<file path="src/rtl/bpd_pkg.sv">
package bpd_pkg;

  typedef enum logic [1:0] {
    SK_SPACE = 2'd0,
    SK_POS   = 2'd1,
    SK_NEG   = 2'd2,
    SK_BOTH  = 2'd3
  } sym_kind_t;

endpackage

</file>
<file path="src/rtl/bpd_classify.sv">
module bpd_classify
  import bpd_pkg::*;
(
  input  logic      rail_p,
  input  logic      rail_n,
  output sym_kind_t kind
);

  always_comb begin
    unique case ({rail_p, rail_n})
      2'b10:   kind = SK_POS;
      2'b01:   kind = SK_NEG;
      2'b11:   kind = SK_BOTH;
      default: kind = SK_SPACE;
    endcase
  end

endmodule

</file>
<file path="src/rtl/bpd_judge.sv">
module bpd_judge
  import bpd_pkg::*;
(
  input  logic      clk,
  input  logic      rst_n,
  input  logic      sym_en,
  input  logic      mode_b3zs,
  input  sym_kind_t kind,
  output logic      bit_dec,
  output logic      viol_now,
  output logic      clr_back
);

  // polarity memory
  logic have_pol_q, have_pol_d;
  logic last_neg_q, last_neg_d;
  // two-symbol look-behind (kind and "was alternating mark")
  sym_kind_t h1_q, h1_d, h2_q, h2_d;
  logic h1_alt_q, h1_alt_d, h2_alt_q, h2_alt_d;

  logic is_mark, is_neg, repeat_c, form_00v, form_b0v, subst, cur_alt;

  always_comb begin
    is_mark  = (kind == SK_POS) || (kind == SK_NEG);
    is_neg   = (kind == SK_NEG);
    repeat_c = is_mark && have_pol_q && (is_neg == last_neg_q);
    form_00v = (h1_q == SK_SPACE) && (h2_q == SK_SPACE);
    form_b0v = (h1_q == SK_SPACE) && h2_alt_q;
    subst    = mode_b3zs && repeat_c && (form_00v || form_b0v);
    cur_alt  = is_mark && !repeat_c;

    bit_dec  = (kind != SK_SPACE) && !subst;
    viol_now = (kind == SK_BOTH) || (repeat_c && !subst);
    clr_back = subst && form_b0v;
  end

  always_comb begin
    have_pol_d = have_pol_q;
    last_neg_d = last_neg_q;
    h1_d       = h1_q;
    h2_d       = h2_q;
    h1_alt_d   = h1_alt_q;
    h2_alt_d   = h2_alt_q;
    if (sym_en) begin
      h2_d     = h1_q;
      h1_d     = kind;
      h2_alt_d = h1_alt_q;
      h1_alt_d = cur_alt;
      if (is_mark) begin
        have_pol_d = 1'b1;
        last_neg_d = is_neg;
      end
    end
  end

  always_ff @(posedge clk or negedge rst_n) begin
    if (!rst_n) begin
      have_pol_q <= 1'b0;
      last_neg_q <= 1'b0;
      h1_q       <= SK_SPACE;
      h2_q       <= SK_SPACE;
      h1_alt_q   <= 1'b0;
      h2_alt_q   <= 1'b0;
    end else begin
      have_pol_q <= have_pol_d;
      last_neg_q <= last_neg_d;
      h1_q       <= h1_d;
      h2_q       <= h2_d;
      h1_alt_q   <= h1_alt_d;
      h2_alt_q   <= h2_alt_d;
    end
  end

endmodule

</file>
<file path="src/rtl/bpd_delay.sv">
module bpd_delay #(
  parameter int DEPTH   = 3,
  parameter int CLR_TAP = 1
) (
  input  logic clk,
  input  logic rst_n,
  input  logic en,
  input  logic din,
  input  logic clr,
  output logic dout
);

  logic [DEPTH-1:0] line_q, line_d;
  logic             dout_q, dout_d;

  always_comb line_d[0] = en ? din : line_q[0];

  for (genvar i = 1; i < DEPTH; i++) begin : g_stage
    localparam bit HIT = ((i - 1) == CLR_TAP);
    always_comb begin
      if (en) line_d[i] = line_q[i-1] & ~(clr & HIT);
      else    line_d[i] = line_q[i];
    end
  end

  always_comb dout_d = en ? line_q[DEPTH-1] : dout_q;

  always_ff @(posedge clk or negedge rst_n) begin
    if (!rst_n) begin
      line_q <= '0;
      dout_q <= 1'b0;
    end else begin
      line_q <= line_d;
      dout_q <= dout_d;
    end
  end

  assign dout = dout_q;

endmodule

</file>
<file path="src/rtl/bipolar_decoder.sv">
module bipolar_decoder
  import bpd_pkg::*;
#(
  parameter int LAT = 3
) (
  input  logic clk,
  input  logic rst_n,
  input  logic sym_en,
  input  logic rail_p,
  input  logic rail_n,
  input  logic mode_b3zs,
  output logic data_out,
  output logic data_vld,
  output logic viol_out
);

  localparam int FILL_W  = $clog2(LAT + 1);
  localparam int CLR_TAP = 1; // B of a B0V sits two symbols behind the V

  sym_kind_t kind;
  logic      bit_dec, viol_now, clr_back;
  logic [FILL_W-1:0] fill_q, fill_d;
  logic      vld_q, vld_d, viol_q, viol_d;

  bpd_classify u_cls (
    .rail_p (rail_p),
    .rail_n (rail_n),
    .kind   (kind)
  );

  bpd_judge u_judge (
    .clk       (clk),
    .rst_n     (rst_n),
    .sym_en    (sym_en),
    .mode_b3zs (mode_b3zs),
    .kind      (kind),
    .bit_dec   (bit_dec),
    .viol_now  (viol_now),
    .clr_back  (clr_back)
  );

  bpd_delay #(.DEPTH(LAT), .CLR_TAP(CLR_TAP)) u_dly (
    .clk   (clk),
    .rst_n (rst_n),
    .en    (sym_en),
    .din   (bit_dec),
    .clr   (clr_back),
    .dout  (data_out)
  );

  always_comb begin
    fill_d = fill_q;
    if (sym_en && (fill_q != FILL_W'(LAT))) fill_d = fill_q + 1'b1;
    vld_d  = sym_en && (fill_q == FILL_W'(LAT));
    viol_d = sym_en && viol_now;
  end

  always_ff @(posedge clk or negedge rst_n) begin
    if (!rst_n) begin
      fill_q <= '0;
      vld_q  <= 1'b0;
      viol_q <= 1'b0;
    end else begin
      fill_q <= fill_d;
      vld_q  <= vld_d;
      viol_q <= viol_d;
    end
  end

  assign data_vld = vld_q;
  assign viol_out = viol_q;

endmodule

</file>
<file path="config.mk">
export PLATFORM = sky130hd
export DESIGN_NAME = bipolar_decoder
export DESIGN_NICKNAME = d
export VERILOG_FILES = /design/src/rtl/bpd_pkg.sv /design/src/rtl/bpd_classify.sv /design/src/rtl/bpd_judge.sv /design/src/rtl/bpd_delay.sv /design/src/rtl/bipolar_decoder.sv
export SDC_FILE = /design/constraint.sdc
export NUM_CORES = 1
export LEC_CHECK = 0
export BUFFER_PORTS_ARGS = -buffer_cell sky130_fd_sc_hd__buf_2
export CORE_MARGIN = 10
export CORE_UTILIZATION = 54
export DETAILED_ROUTE_END_ITERATION = 10
export HOLD_SLACK_MARGIN = 0.03
export PLACE_DENSITY = 0.75
export SYNTH_ARGS = -nofsm -noshare
export SYNTH_HDL_FRONTEND = slang
export SYNTH_SLANG_ARGS = --single-unit
</file>
<file path="constraint.sdc">
create_clock -name clk -period 1.6 [get_ports clk]
set_input_delay 0.08 -clock clk [delete_from_list [all_inputs] [get_ports clk]]
set_output_delay 0.08 -clock clk [all_outputs]
set_load 0.01 [all_outputs]
</file>
== Yosys cells after proc, flatten, opt, wreduce, memory -nomap -nowiden ==
Index checks and enable logic that the tools add are counted.
Cells by class
  add/sub/neg operators: 1
  equality and inequality tests: 9
  muxes and demuxes: 1
  bitwise gates (word level): 2
  reductions and logical operators: 22
Operators with widths (count)
  logical AND 1 bit: 13
  equality test 2 bit, second input constant: 5
  one-hot mux 2 bit (3 select lines): 1
  equality test 2 x 1 -> 1 bit, second input constant: 2
  logical NOT 2 bit: 2
  logical OR 1 bit: 3
  adder 2 x 1 -> 2 bit, second input constant: 1
  logical NOT 1 bit: 2
  != test 2 bit, second input constant: 1
  AND reduction 2 bit: 1
  nonzero test 2 bit: 1
  bitwise AND 1 bit: 1
  equality test 1 bit: 1
  NOT 1 bit: 1
Word-level totals
  bits in registers: 16
  input port bits: 6
  output and inout port bits: 3
  logic and storage cells: 46

== Depth between registers and ports, before layout ==
Gate-level depths: netlist (run 1).
  depth after elaboration: 12
  mapped depth: 5
  mapped depth without buffers: 5

== Hierarchy ==
A second synthesis (run 1) with hierarchy kept.
Second synthesis, totals
  cells, all modules: 54
  area, all modules: 739.5 um2
By module, submodules not included
  bpd_judge: times used 1, cells each 32, area an instance 416.6 um2, sequential area each 200.2 um2
  bipolar_decoder: times used 1, cells each 10, area an instance 165.2 um2, sequential area each 100.1 um2
  bpd_delay: times used 1, cells each 10, area an instance 150.1 um2, sequential area each 100.1 um2
  bpd_classify: times used 1, cells each 2, area an instance 7.5 um2, sequential area each 0.0 um2

== Worst setup path after synthesis (run 1) ==
OpenSTA, ideal clock, no wires.
  path kind: register -> register
  from: reg u_judge.h1_q[1]
  to: reg u_dly.line_q[2]
  library setup time: 141 ps
  arrival time: 1121 ps
  data required time: 1459 ps
  path slack: 337 ps
  cell stages (with the launch flop): 4
  path buffers: 0
  clock period less this slack: 1263 ps
  cells stage by stage: dfrtp_1 -> or3b_1 -> nor4b_2 -> a41oi_1
Between the ends
  longest elaborated chain between the ends: 7
RTL lines
  from (decl): line bpd_judge.sv:18  | sym_kind_t h1_q, h1_d, h2_q, h2_d;
  from (signal assigned): line bpd_judge.sv:60  | h1_q <= SK_SPACE;
  from (signal assigned): line bpd_judge.sv:67  | h1_q <= h1_d;
  logical NOT 2 bit (*): line bpd_judge.sv:27, bpd_judge.sv:28
  logical AND 1 bit (on tied branches): line bpd_judge.sv:27, bpd_judge.sv:28
  logical OR 1 bit: line bpd_judge.sv:29  | subst = mode_b3zs && repeat_c && (form_00v || form_b0v);
  logical AND 1 bit: line bpd_judge.sv:29
  logical AND 1 bit (*): line bpd_judge.sv:34  | clr_back = subst && form_b0v;
  NOT 1 bit (*): line bpd_delay.sv:21  | if (en) line_d[i] = line_q[i-1] & ~(clr & HIT);
  bitwise AND 1 bit (*): line bpd_delay.sv:21
  to (signal assigned): line bpd_delay.sv:33  | line_q <= line_d;
  to (decl): line bpd_delay.sv:13  | logic [DEPTH-1:0] line_q, line_d;
Every way passes the cells marked *; elsewhere a longest branch is shown, timed or not.
A chain may end at the register's enable or synchronous reset.

== Worst setup path after layout (run 1) ==
Same ends and word-level chain as after synthesis.

==> results of run 1 <==
registers in the layout, summed over array words and instances, names as in the netlist:
signal	flops
u_dly.line_q	3
fill_q	2
u_judge.h1_q	2
u_judge.h2_q	2
data_vld	1
u_dly.dout	1
u_judge.h1_alt_q	1
u_judge.h2_alt_q	1
u_judge.have_pol_q	1
u_judge.last_neg_q	1
viol_out	1
final cells by class:
cell class	instances	area, sq um
fill	100	459.2
clock buffer	4	36.28
multi-input combinational	38	321.6
tap	15	18.77
inverter	4	15.01
timing repair buffer	9	50.05
sequential	16	400.4
routing by layer:
layer  vias up  wire (um)  global-route usage (%)
met1       229        539                   8.513
met5         -          0                       0
met4         0         12                   3.020
met3         2         39                   2.212
met2         7        590                   13.02
li1        229          -                       -
final timing paths:
| kind | endpoint | slack (ns) |
|---|---|---|
| setup / recovery | u_dly.line_q[2] | 0.21 |
| hold / removal | viol_out | 0.15 |
| setup reg to reg | u_dly.line_q[2] | 0.21 |
| hold reg to reg | u_judge.have_pol_q | 0.48 |
| max in group asynchronous | fill_q[1] | 1.11 |
| min in group asynchronous | u_dly.line_q[0] | 0.22 |
cells in the mapped netlist (all sizes together), types with 2 or more instances:
master and count:
mux2 8, nand2b 3, dfrtp 16, ha 6
nor2 6, inv 4, o22ai 2, buf 2
nand2 2
worst reg2reg max path: stages (launching register included):
cell,delay [ns]
dfrtp_1,0.41
or3b_1,0.39
nor4b_2,0.28
a41oi_1,0.15
stage by stage:
step / std cells / util (%) / hold WS [ns] / power, mW / setup slack [ns]
floorplan: 60 / - / -0.2156 / 0.6941 / 0.3373
global placement: 81 / 61.15 / 0.002834 / 0.7494 / 0.2976
detailed placement: 81 / 61.15 / 0.01027 / 0.7626 / 0.2478
CTS: 86 / 64.71 / 0.1411 / 1.030 / 0.2203
finish: 86 / 64.71 / 0.1459 / 1.014 / 0.2111
global route: 86 / 64.71 / 0.1491 / 1.084 / 0.1322
what timing repair did:
action,4_1_cts,5_1_grt
hold endpoints to repair,16,0
hold buffers,1,0
resized for setup,0,0
kinds of logic after synthesis:
family	Yosys count	synth area share, %
AO/OA/AOI/OAI	7	6.700
XOR/XNOR	2	2.345
adder cells (fa/ha/maj)	6	10.05
buffers and inverters	6	3.350
flip-flops	16	53.60
multiplexers	9	13.40
AND/OR/NAND/NOR	14	10.55
power groups by stage:
stage	clock network (mW)	registers, mW	logic, mW
global route	0.291	0.540	0.253
floorplan	0	0.537	0.157
global placement	0	0.536	0.213
detailed placement	0	0.539	0.224
finish	0.260	0.529	0.225
CTS	0.270	0.530	0.230
==> impl_metrics.ini, run 1 <==
[outcome]
status = completed

[placement]
gp_congestion = 0.7348
post-dp-hpwl_um = 897.1
placed_area_sq_um = 795.8
port_buffers = 8

[timing]
slew_viol_final = 0
setup_violations = 0
fin_crit_ns = 1.389
fmax_ghz = 0.7200
slew_headroom_pct = 76.65
finClkSkew_ns = 0.005730
fin_tns_setup_ns = 0
worst_pin_slew_ns = 0.3502
hold_viol = 0
period_share_pct = 86.81
rsz0062_at_grt = no

[route]
via_count = 467
post-route-drc-count = 0
dr.pass1.iters = 4
drtAntennaViolNets = 0
vias_per_cell = 5.430
wirelength_mm = 1.181
wire_per_inst_um = 13.73
drt_iter0_drc = 4

[worst_setup_path]
cp_cell_sequence = or3b_1, nor4b_2, a41oi_1
critical_path.top_delay_family = simple AND/OR/NAND/NOR gates
cp_max_fo = 4
start_kind = register
crit_arrival_ns = 1.52
reg2reg_depth = 3
crit_buf_inv = 0
cp_slowest_cell = dfrtp_1
cp_slowest_stage_delay_ns = 0.41
cp-end-kind = register
r2r-start = u_judge.h1_q[1]
critPathKind = register to register
critical_path_depth = 3
startpoint = u_judge.h1_q[1]
cp_data_required_time_ns = 1.74

[layout]
mostFrequentLayoutCells = dfrtp_1 (16), mux2_2 (8), buf_2 (8)
final_nets = 84
diodes = 0
final_area_sq_um = 842.1
drive_above_1_share_pct = 29.58
area_growth_pct = 12.73
layout_commonest_cell = dfrtp_1

[power_and_ir_drop]
p_seq_share_pct = 52.2
swShare_pct = 26.47
pwr-share-comb_pct = 22.2
vdd_drop_max_uv = 791.7
p_sw_mw = 0.2683
power_frac_clock_pct = 25.6
p_int_mw = 0.7454
p_per_area_mw_per_mm2 = 1204
cellLeakagePower_nw = 0.4083

[logic_synthesis]
yosysSeqAreaShare_pct = 53.60
synth_cells = 60
syn-mean-instance-area_sq_um = 12.45
synth_top_area_share_pct = 53.60
yosys_warnings = 0
syn_nets = 72
synthFlopType = dfrtp_1
synth_edf_count = 0
synth_top_area_cell = dfrtp_1
synth_cell_types = 20
synth.area.top_cells = dfrtp_1 (54%), mux2_2 (12%), ha_1 (10%)
async_flop_share_pct = 100.0
ys_ff_latch = 16
syn-cell-area_sq_um = 747.0

[job]
maxCapViolCount = 0

[global_routing]
grt_pass1_vias = 482
grt_max_degree = 18
grtUsageTotal_pct = 7.572
overflow = 0
antenna_found_initial = 0
grt_pass1_wl_mm = 2.063

[floorplanning]
die_x_um = 57.19
ios = 9
die_y_um = 57.19
fp.coreArea_sq_mm = 0.001301
die-area_sq_mm = 0.003271
rows = 13
initial_core_util_pct = 57.40

[clock_network]
h-tree-depth = 1
clock_sink_count = 16
cts_buffer_depth = 2
cts_setup_buffers = 0
cts_tree = done
cts-root-buf = clkbuf_4
clk-insertion-delay-late_ns = 0.28
cts-buffers-inserted = 3
path_clk_slew_ns = 0.09

[worst_hold_path]
hp-class = input pin to register
min_from = mode_b3zs
hold-path-cell-count = 3
Note: power is estimated with default switching activity, not from simulation.
==> inputs of run 2 (changes only) <==
ABC_AREA = 1   (was not set)
==> run 2 against run 1 <==
Flip-flop and latch count stayed put. Critical path type unchanged. Cell count is 36% higher. Sequential power is 3% lower. Largest power group unchanged.
==> impl_metrics.ini, run 2 <==
[outcome]
status = completed

[worst_setup_path]
cp_max_fo = 3
critPathKind = register to register
cp_slowest_stage_delay_ns = 0.42
cp_cell_sequence = ha_1, or2_4, xnor2_2
cp_data_required_time_ns = 1.77
critical_path.top_delay_family = flip-flops
crit_arrival_ns = 1.33
crit_buf_inv = 0
start_kind = register
cp-end-kind = register
cp_slowest_cell = dfrtp_1

[route]
drt_iter0_drc = 10
wirelength_mm = 1.198
post-route-drc-count = 0
wire_per_inst_um = 10.24
vias_per_cell = 4.667
dr.pass1.iters = 4
via_count = 546
drtAntennaViolNets = 0

[global_routing]
overflow = 0
grt_pass1_vias = 558
grt_pass1_wl_mm = 2.235
antenna_found_initial = 0
grtUsageTotal_pct = 8.245
grt_max_degree = 17

[logic_synthesis]
yosys_warnings = 0
synth.area.top_cells = dfrtp_1 (52%), nand2_1 (15%), ha_1 (9.8%)
synth_edf_count = 0
synthAdderAreaFrac_pct = 9.772
synth-simple-area-share_pct = 19.38
synth_cell_types = 13
synth_cells = 90
ys_ff_latch = 16
syn-mean-instance-area_sq_um = 8.536
synth_xor_area_share_pct = 2.117
synth.most_common_cell = nand2_1
synth_top_area_share_pct = 52.12
yosysSeqAreaShare_pct = 52.12
synth_top_family_by_area = simple AND/OR/NAND/NOR gates
synth_compound_area_share_pct = 7.655
syn_nets = 102
synth_top_area_cell = dfrtp_1
synthFlopType = dfrtp_1
syn-cell-area_sq_um = 768.2
async_flop_share_pct = 100.0
synth_common_cells = nand2_1 (31), dfrtp_1 (16), inv_1 (16)
synth.area.mux_share_pct = 0

[clock_network]
cts-buffers-inserted = 3
clock_sink_count = 16
clk-insertion-delay-late_ns = 0.28
h-tree-depth = 1
cts_buffer_depth = 2
path_clk_slew_ns = 0.09
cts_tree = done
cts_setup_buffers = 0
cts-root-buf = clkbuf_4

[layout]
largest_register = u_dly.line_q
area_growth_pct = 13.03
largest_reg_flops = 3
layout_commonest_cell = nand2_1
drive_above_1_share_pct = 15.69
diodes = 0
mostFrequentLayoutCells = nand2_1 (31), inv_1 (16), dfrtp_1 (16)
final_nets = 115

[timing]
slew_headroom_pct = 77.31
fin_crit_ns = 1.156
slew_viol_final = 0
rsz0062_at_grt = no
worst_pin_slew_ns = 0.3403
hold_viol = 0
period_share_pct = 72.24
setup_violations = 0
finClkSkew_ns = 0.0009441
fmax_ghz = 0.8652
fin_tns_setup_ns = 0

[floorplanning]
ios = 9
die_x_um = 57.72
rows = 13
initial_core_util_pct = 58.31
die-area_sq_mm = 0.003332
die_y_um = 57.72
fp.coreArea_sq_mm = 0.001318

[placement]
post-dp-hpwl_um = 929.6
port_buffers = 8
gp_congestion = 0.7358

[power_and_ir_drop]
vdd_drop_max_uv = 857.0
p_per_area_mw_per_mm2 = 1157
finalPower_mw = 1.005
cellLeakagePower_nw = 0.5072

[job]
maxCapViolCount = 0

[worst_hold_path]
hp-class = input pin to register
==> run 2: worst paths after layout <==
kind	start	end	slack (ns)	depth (start not counted)
max	fill_q[0]	fill_q[0]	0.44	3
min	mode_b3zs	u_dly.line_q[2]	0.08	4
max reg2reg	fill_q[0]	fill_q[0]	0.44	3
min reg2reg	u_dly.dout	u_dly.dout	0.47	2
max in group asynchronous	rst_n	fill_q[0]	1.13	2
min in group asynchronous	rst_n	u_judge.h1_q[0]	0.22	2
==> run 2: layout make-up <==
cell class	instances	area, sq um
Clock buffer	4	36.28
Multi-Input combinational cell	56	299.0
Sequential cell	16	400.4
Fill cell	116	449.2
Tap cell	15	18.77
Timing Repair Buffer	9	50.05
Inverter	17	63.81
==> run 2: cell families after synthesis <==
group	after synthesis
xor+xnor	1
flops	16
simple gates	38
compound gates	11
buf+inv	18
fa+ha+maj	6
==> run 2: power by group <==
part / leakage [nW] / internal (mW) / switching (mW)
registers: 0.197 / 0.474 / 0.0382
logic: 0.289 / 0.105 / 0.126
clock network: 0.0210 / 0.139 / 0.123
==> run 2: layer usage <==
layer | vias to the layer above | wire [um] | part of all wire, % | global-route usage (%)
li1 | 290 | - | - | -
met1 | 245 | 544 | 45 | 8.417
met2 | 7 | 558 | 47 | 14.26
met3 | 4 | 74 | 6.2 | 3.922
met4 | 0 | 21 | 1.8 | 3.020
met5 | - | 0 | 0 | 0
==> run 2: metrics by stage <==
step / instance area [sq um] / cells / hold slack (ns) / util [%] / worst slack (ns)
detailed placement: 822.0 / 112 / 0.01015 / 62.39 / 0.3789
floorplan: 768.2 / 90 / -0.2156 / - / 0.4904
CTS: 868.3 / 117 / 0.07342 / 65.91 / 0.4389
global placement: 822.0 / 112 / 0.008497 / 62.39 / 0.4005
finish: 868.3 / 117 / 0.08022 / 65.91 / 0.4442
global route: 868.3 / 117 / 0.1065 / 65.91 / 0.3881
==> run 2: worst register-to-register path: cells and delay by family, from the launching register on <==
family / cells / cell delay (ns)
AND/OR/NAND/NOR: 1 / 0.28
flip-flops: 1 / 0.42
XOR/XNOR: 1 / 0.13
adder cells (fa/ha/maj): 1 / 0.22
==> run 2: timing repair <==
item,in CTS,in global routing
endpoints found under the hold margin,16,0
gates resized for setup,0,0
hold buffers,1,0
setup endpoints to repair,0,0
